File: src/rtl/gpio_flag_pkg.sv
`timescale 1ns/1ps
package gpio_flag_pkg;
  typedef enum logic [2:0] {
    RS_DIR   = 3'd0,
    RS_OUT   = 3'd1,
    RS_SENSE = 3'd2,
    RS_BOTH  = 3'd3,
    RS_POLAR = 3'd4,
    RS_MASK  = 3'd5,
    RS_PEND  = 3'd6,
    RS_PINS  = 3'd7
  } reg_sel_e;
endpackage

File: src/rtl/gpio_in_sync.sv
`timescale 1ns/1ps
// Two-flop synchronizer, one sampling stage, and a previous-sample stage.
module gpio_in_sync #(
  parameter int W = 16
) (
  input  logic         clk,
  input  logic         rst_n,
  input  logic [W-1:0] pin_i,
  output logic [W-1:0] state_o,
  output logic [W-1:0] prev_o
);
  logic [W-1:0] meta_q, sync_q, samp_q, prev_q;
  logic [W-1:0] meta_d, sync_d, samp_d, prev_d;

  always_comb begin
    meta_d = pin_i;
    sync_d = meta_q;
    samp_d = sync_q;
    prev_d = samp_q;
  end

  always_ff @(posedge clk or negedge rst_n) begin
    if (!rst_n) begin
      meta_q <= '0;
      sync_q <= '0;
      samp_q <= '0;
      prev_q <= '0;
    end else begin
      meta_q <= meta_d;
      sync_q <= sync_d;
      samp_q <= samp_d;
      prev_q <= prev_d;
    end
  end

  assign state_o = samp_q;
  assign prev_o  = prev_q;
endmodule

File: src/rtl/gpio_irq_core.sv
`timescale 1ns/1ps
// Per-pin edge/level qualification, pending latch, mask and combine.
module gpio_irq_core #(
  parameter int W = 16
) (
  input  logic         clk,
  input  logic         rst_n,
  input  logic [W-1:0] state_i,
  input  logic [W-1:0] prev_i,
  input  logic [W-1:0] sense_i,
  input  logic [W-1:0] both_i,
  input  logic [W-1:0] polar_i,
  input  logic [W-1:0] mask_i,
  input  logic [W-1:0] clr_i,
  output logic [W-1:0] pend_o,
  output logic         irq_o
);
  logic [W-1:0] pend_q, pend_d;
  logic         irq_q, irq_d;
  logic [W-1:0] rise, fall, hit, level_req, req;

  always_comb begin
    rise      = state_i & ~prev_i;
    fall      = ~state_i & prev_i;
    for (int i = 0; i < W; i++) begin
      if (both_i[i]) hit[i] = rise[i] | fall[i];
      else           hit[i] = polar_i[i] ? fall[i] : rise[i];
    end
    level_req = state_i ^ polar_i;
    // a new event in the same cycle as a clear is kept
    pend_d    = (pend_q & ~clr_i) | (hit & sense_i);
    for (int i = 0; i < W; i++) begin
      req[i] = sense_i[i] ? pend_q[i] : level_req[i];
    end
    irq_d     = |(req & mask_i);
  end

  always_ff @(posedge clk or negedge rst_n) begin
    if (!rst_n) begin
      pend_q <= '0;
      irq_q  <= 1'b0;
    end else begin
      pend_q <= pend_d;
      irq_q  <= irq_d;
    end
  end

  assign pend_o = pend_q;
  assign irq_o  = irq_q;
endmodule

File: src/rtl/gpio_out_pacer.sv
`timescale 1ns/1ps
// Limits each output pin to one transition per GAP cycles; the latest
// requested value is applied as soon as the interval has run out.
module gpio_out_pacer #(
  parameter int W   = 16,
  parameter int GAP = 4
) (
  input  logic         clk,
  input  logic         rst_n,
  input  logic [W-1:0] want_i,
  output logic [W-1:0] pin_o
);
  localparam int CW = (GAP > 1) ? $clog2(GAP) : 1;
  localparam logic [CW-1:0] RELOAD = CW'(GAP - 1);

  for (genvar g = 0; g < W; g++) begin : g_pin
    logic          out_q, out_d;
    logic [CW-1:0] cnt_q, cnt_d;
    logic          idle, change;

    always_comb begin
      idle   = (cnt_q == '0);
      change = idle && (want_i[g] != out_q);
      out_d  = change ? want_i[g] : out_q;
      if (change)     cnt_d = RELOAD;
      else if (!idle) cnt_d = cnt_q - 1'b1;
      else            cnt_d = cnt_q;
    end

    always_ff @(posedge clk or negedge rst_n) begin
      if (!rst_n) begin
        out_q <= 1'b0;
        cnt_q <= '0;
      end else begin
        out_q <= out_d;
        cnt_q <= cnt_d;
      end
    end

    assign pin_o[g] = out_q;
  end
endmodule

File: src/rtl/gpio_flag_irq.sv
`timescale 1ns/1ps
module gpio_flag_irq
  import gpio_flag_pkg::*;
#(
  parameter int NPINS   = 16,
  parameter int OUT_GAP = 4
) (
  input  logic             clk,
  input  logic             rst_n,
  input  logic [NPINS-1:0] pin_in_i,
  output logic [NPINS-1:0] pin_out_o,
  output logic [NPINS-1:0] pin_oe_o,
  input  logic [2:0]       reg_sel_i,
  input  logic             wr_en_i,
  input  logic [NPINS-1:0] wr_data_i,
  output logic [NPINS-1:0] rd_data_o,
  output logic             irq_o
);
  reg_sel_e sel;
  assign sel = reg_sel_e'(reg_sel_i);

  logic [NPINS-1:0] dir_q, want_q, sense_q, both_q, polar_q, mask_q;
  logic [NPINS-1:0] dir_d, want_d, sense_d, both_d, polar_d, mask_d;
  logic [NPINS-1:0] clr_strobe;
  logic [NPINS-1:0] pin_state, pin_prev, pend;

  always_comb begin
    dir_d      = dir_q;
    want_d     = want_q;
    sense_d    = sense_q;
    both_d     = both_q;
    polar_d    = polar_q;
    mask_d     = mask_q;
    clr_strobe = '0;
    if (wr_en_i) begin
      unique case (sel)
        RS_DIR:   dir_d      = wr_data_i;
        RS_OUT:   want_d     = wr_data_i;
        RS_SENSE: sense_d    = wr_data_i;
        RS_BOTH:  both_d     = wr_data_i;
        RS_POLAR: polar_d    = wr_data_i;
        RS_MASK:  mask_d     = wr_data_i;
        RS_PEND:  clr_strobe = wr_data_i;
        RS_PINS:  ;
      endcase
    end
  end

  always_ff @(posedge clk or negedge rst_n) begin
    if (!rst_n) begin
      dir_q   <= '0;
      want_q  <= '0;
      sense_q <= '0;
      both_q  <= '0;
      polar_q <= '0;
      mask_q  <= '0;
    end else begin
      dir_q   <= dir_d;
      want_q  <= want_d;
      sense_q <= sense_d;
      both_q  <= both_d;
      polar_q <= polar_d;
      mask_q  <= mask_d;
    end
  end

  always_comb begin
    unique case (sel)
      RS_DIR:   rd_data_o = dir_q;
      RS_OUT:   rd_data_o = want_q;
      RS_SENSE: rd_data_o = sense_q;
      RS_BOTH:  rd_data_o = both_q;
      RS_POLAR: rd_data_o = polar_q;
      RS_MASK:  rd_data_o = mask_q;
      RS_PEND:  rd_data_o = pend;
      RS_PINS:  rd_data_o = pin_state;
    endcase
  end

  gpio_in_sync #(.W(NPINS)) u_sync (
    .clk     (clk),
    .rst_n   (rst_n),
    .pin_i   (pin_in_i),
    .state_o (pin_state),
    .prev_o  (pin_prev)
  );

  gpio_irq_core #(.W(NPINS)) u_core (
    .clk     (clk),
    .rst_n   (rst_n),
    .state_i (pin_state),
    .prev_i  (pin_prev),
    .sense_i (sense_q),
    .both_i  (both_q),
    .polar_i (polar_q),
    .mask_i  (mask_q),
    .clr_i   (clr_strobe),
    .pend_o  (pend),
    .irq_o   (irq_o)
  );

  gpio_out_pacer #(.W(NPINS), .GAP(OUT_GAP)) u_pacer (
    .clk    (clk),
    .rst_n  (rst_n),
    .want_i (want_q),
    .pin_o  (pin_out_o)
  );

  assign pin_oe_o = dir_q;
endmodule

File: config.mk
export PLATFORM = sky130hd
export DESIGN_NAME = gpio_flag_irq
export DESIGN_NICKNAME = d
export VERILOG_FILES = /design/src/rtl/gpio_flag_pkg.sv /design/src/rtl/gpio_in_sync.sv /design/src/rtl/gpio_irq_core.sv /design/src/rtl/gpio_out_pacer.sv /design/src/rtl/gpio_flag_irq.sv
export SDC_FILE = /design/constraint.sdc
export NUM_CORES = 1
export LEC_CHECK = 0
export BUFFER_PORTS_ARGS = -buffer_cell sky130_fd_sc_hd__buf_4
export CORE_MARGIN = 5
export CORE_UTILIZATION = 40
export CTS_CLUSTER_SIZE = 12
export DETAILED_ROUTE_END_ITERATION = 16
export HOLD_SLACK_MARGIN = 0.1
export SYNTH_ARGS = -nofsm -noshare
export SYNTH_HDL_FRONTEND = slang
export SYNTH_SLANG_ARGS = --single-unit
File: constraint.sdc
create_clock -name clk -period 2.1 [get_ports clk]
set_input_delay 0.42 -clock clk [delete_from_list [all_inputs] [get_ports clk]]
set_output_delay 0.42 -clock clk [all_outputs]
set_load 0.01 [all_outputs]
==> summary.md <==
| Metric | Value |
|---|---|
| Total Die Area | 29,700 um2 |
| Core Area | 26,000 um2 |
| 1st-pass router iterations | 4 |
| Final Hold Viols | 0 |
| Clk pwr share | 0.305 |
| Startpoint Class | register |
| Post-synth EDFFs | 0 |
| First-pass GRT wire length | 39,200 um |
| Chip height | 172 um |
| H-tree levels | 1 |
| Relative slew slack | 0.617 |
| CTS Sinks | 225 |
| Overall power | 14.7 mW |
| CP max FO | 2 |
| DRC viols | 0 |
| Tcrit/Tclk final | 1.04 |
| Worst-margin pin slew | 0.574 ns |
| Fraction of layout cells with a size suffix above 1 | 0.380 |
| Register clock-pin slew on the reported worst setup and hold paths | 0.06 ns |
| Seq pwr share | 0.421 |
| Largest net degree at the start of global routing | 70 |
| Worst skew pair latency | 0.53 ns |
| WP data arrival | 1.75 ns |
| Failing checks | negative setup slack |
| Psw | 4.30 mW |
| Fill cells | 2,314 |
| WHS Endpoint | sense_q[7] |
| Longest Clk Path Bufs | 3 |
| Maximum clock rate | 460 MHz |
| Synthesized area per cell | 12.4 um2 |
| Final Max Slew Viols | 0 |
| Register-to-register setup slack | 0.26 ns |
| Netlist cell types | 47 |
| Status | complete, but fails checks |
| Top_reg_cell synth | dfrtp_1 |
| Cell area after synthesis | 10,500 um2 |
| Min-delay worst type | in2reg |
| Total routed wirelength | 24,300 um |
| CTS buffer count | 26 |
| Final #Nets | 1,123 |
| Initial antenna violation count | 0 |
| Worst EP required | 1.68 ns |
| RD Place Congestion | 0.811 |
| Worst setup EP type | primary output |
| Vias in the first global route | 7,095 |
| Share of power burned in combinational logic | 0.274 |
| Final worst slack | -0.0748 ns |
| Async SR Flop Fraction | 1.00 |
| Hpwl dp | 16,500 um |
| Drt via density | 4.99 |
| Via count | 6,947 |
| Post-Layout Cell Count | 1,392 |
| Inst Count DP | 1,285 |
| CTS tree | built |
| Post-synthesis sequential area ratio | 0.535 |
| RSZ-0062 raised after global routing | true |
| Crit Path Category | reg2out |
| Synthesis-to-layout area growth | 26.6% |
| Total area of sequential cells | 5650 um2 |
| Antenna cells | 0 |
| Sw Ratio | 0.293 |
| Yosys reg bits | 225 |
| Post-Synthesis Cells | 852 |
| Leak | 6.20 nW |
| Area of the multi-input gates | 4470 um2 |
| Routed len/inst | 17.4 um |
| Maximum VDD drop | 0.000659 V |
| Internal Power | 10.4 mW |
| Total Routing Usage GR | 0.167 |
| Worst r2r dst | u_core.irq_o |
| Clock skew | 0.0127 ns |
| Reg2Reg Depth | 5 |
| Routed Antenna Nets | 0 |
| Synth warn | 0 |
| Clock Tree Root | clkbuf_16 |
| Number of top-level pins | 87 |
| Reg-to-reg startpoint | u_sync.state_o[15] |
| Hold Crit Start | wr_data_i[7] |
| Die W | 172 um |
| Syn Nets | 938 |
| 1st-iter DRT viols | 476 |
| Power density over the cells | 1100 nW/um2 |
| Setup violations, final | 2 |
| # port buffers | 86 |
| Max-Cap Viols | 0 |
| Crit path time final | 2.17 ns |
| Grt ovf | 0 |
| Site Rows | 59 |
| Worst Hold Depth | 3 |
| Starting Density | 0.405 |
sequential cells by signal (all words and copies together) (netlist names):
name,flops
want_q,16
u_sync.samp_d,16
pin_oe_o,16
sense_q,16
u_core.irq_o,1
u_sync.prev_o,16
polar_q,16
u_pacer.g_pin.out_q,16
u_core.pend_o,16
u_sync.meta_q,16
both_q,16
u_sync.state_o,16
mask_q,16
u_pacer.g_pin.cnt_q,32
power by group through the flow:
stage               Sequential, mW  Clock [mW]  Combinational (mW)
floorplan                     6.07           0                2.76
global placement              6.26           0                3.62
detailed placement            6.30           0                3.72
CTS                           6.18        4.58                4.01
global route                  6.33        4.79                4.53
finish                        6.17        4.47                4.02
cell usage after synthesis, types with 2 or more instances:
cell         n  area share
o22ai_1      4      0.0024
o22a_1       8      0.0067
a221oi_1     2      0.0017
mux2i_1     19       0.018
buf_4       21       0.015
o311a_1      2      0.0019
dfrtp_1    225        0.53
o211ai_1    16       0.011
a21oi_1     40       0.019
nor2b_1     20       0.012
a22oi_1     13      0.0093
clkbuf_1     4      0.0014
ha_1        48       0.057
o21ai_0      4      0.0019
a211oi_1    16       0.011
nand2b_1    20       0.012
nand2_2      2      0.0012
a31oi_1      6      0.0036
mux2_4      10       0.014
buf_2        6      0.0029
or2_1        2      0.0012
nand2_1     43       0.015
and3_1       2      0.0012
nand4_1      4      0.0024
xor2_1      16       0.013
a211o_1      5      0.0042
mux2_2     115        0.12
a22o_1      17       0.014
nor2_8       2      0.0038
xnor2_1     16       0.013
buf_6        6      0.0064
nor2_1      48       0.017
o2bb2ai_1    2      0.0017
inv_1       70       0.025
mux4_2       5       0.011
buf_1        2     0.00071
area by class of cell:
class / count / area share
Clock buffer: 40 / 0.0618
Timing Repair Buffer: 196 / 0.124
Tap cell: 335 / 0.0314
Sequential cell: 225 / 0.424
Inverter: 70 / 0.0197
Multi-Input combinational cell: 518 / 0.336
Clock inverter: 8 / 0.00338
kinds of logic (layout without fill, tap and decap cells):
kind of cell / Yosys count / after routing / share of synthesized area
XOR/XNOR: 32 / 32 / 0.0266
multiplexers: 149 / 149 / 0.166
adder cells (fa/ha/maj): 48 / 48 / 0.0570
AND/OR/NAND/NOR: 152 / 152 / 0.0736
flip-flops: 225 / 225 / 0.535
AO/OA/AOI/OAI: 137 / 137 / 0.0908
buffers and inverters: 109 / 314 / 0.0513
critical path: stages, from the launching register on:
cell,delay [ns]
dfrtp_2,0.42
nor2b_1,0.11
o22ai_1,0.09
a221oi_2,0.40
nor2_1,0.07
buf_4,0.15
layer usage:
layer / wire length [um] / share of wire / GRT usage
met1: 11100 / 0.46 / 0.236
met3: 1250 / 0.051 / 0.0288
met5: 0 / 0 / 0
met4: 494 / 0.020 / 0.0455
met2: 11400 / 0.47 / 0.268
repair_timing:
action                                  4_1_cts  5_1_grt
endpoints found under the setup margin       13       16
resized for setup                            31       18
hold buffers                                 17        0
buffers inserted                             27       17
pin swaps                                    17       10
hold endpoints to repair                     78        0
through the flow:
| stage | setup slack (ns) | TNS (ns) | utilization | instance area [um2] | hold slack, ns |
|---|---|---|---|---|---|
| 6_report | -0.0748 | -0.0962 | 0.513 | 13300 | 0.159 |
| 5_1_grt | -0.131 | -0.542 | 0.513 | 13300 | 0.169 |
| 4_1_cts | -0.0551 | -0.110 | 0.506 | 13100 | 0.144 |
| 3_5_place_dp | -0.0992 | -0.231 | 0.455 | 11800 | 0.335 |
| 3_3_place_gp | -0.136 | -0.271 | 0.455 | 11800 | 0.332 |
| 2_1_floorplan | 0.222 | 0 | - | 10500 | 0.124 |
how the worst max path moves through the flow:
stage,start,slack [ns],to,cells past startpoint
3_3_place_gp,reg_sel_i[0],-0.14,rd_data_o[0],7
6_report,polar_q[9],-0.07,rd_data_o[9],5
3_5_place_dp,reg_sel_i[2],-0.1,rd_data_o[9],8
4_1_cts,u_sync.state_o[9],-0.06,rd_data_o[9],5
2_1_floorplan,reg_sel_i[0],0.22,rd_data_o[12],5
5_1_grt,polar_q[9],-0.13,rd_data_o[9],5
cells in the final DEF, fill, tap and decap left out, types with 19 or more instances in the layout:
master	n
dfrtp_1	210
buf_4	163
mux2_2	115
inv_1	69
ha_1	48
nor2_1	47
nand2_1	38
a21oi_1	32
clkbuf_16	27
nand2b_1	20
nor2b_1	20
mux2i_1	19
Note: power is estimated with default switching activity, not from simulation.
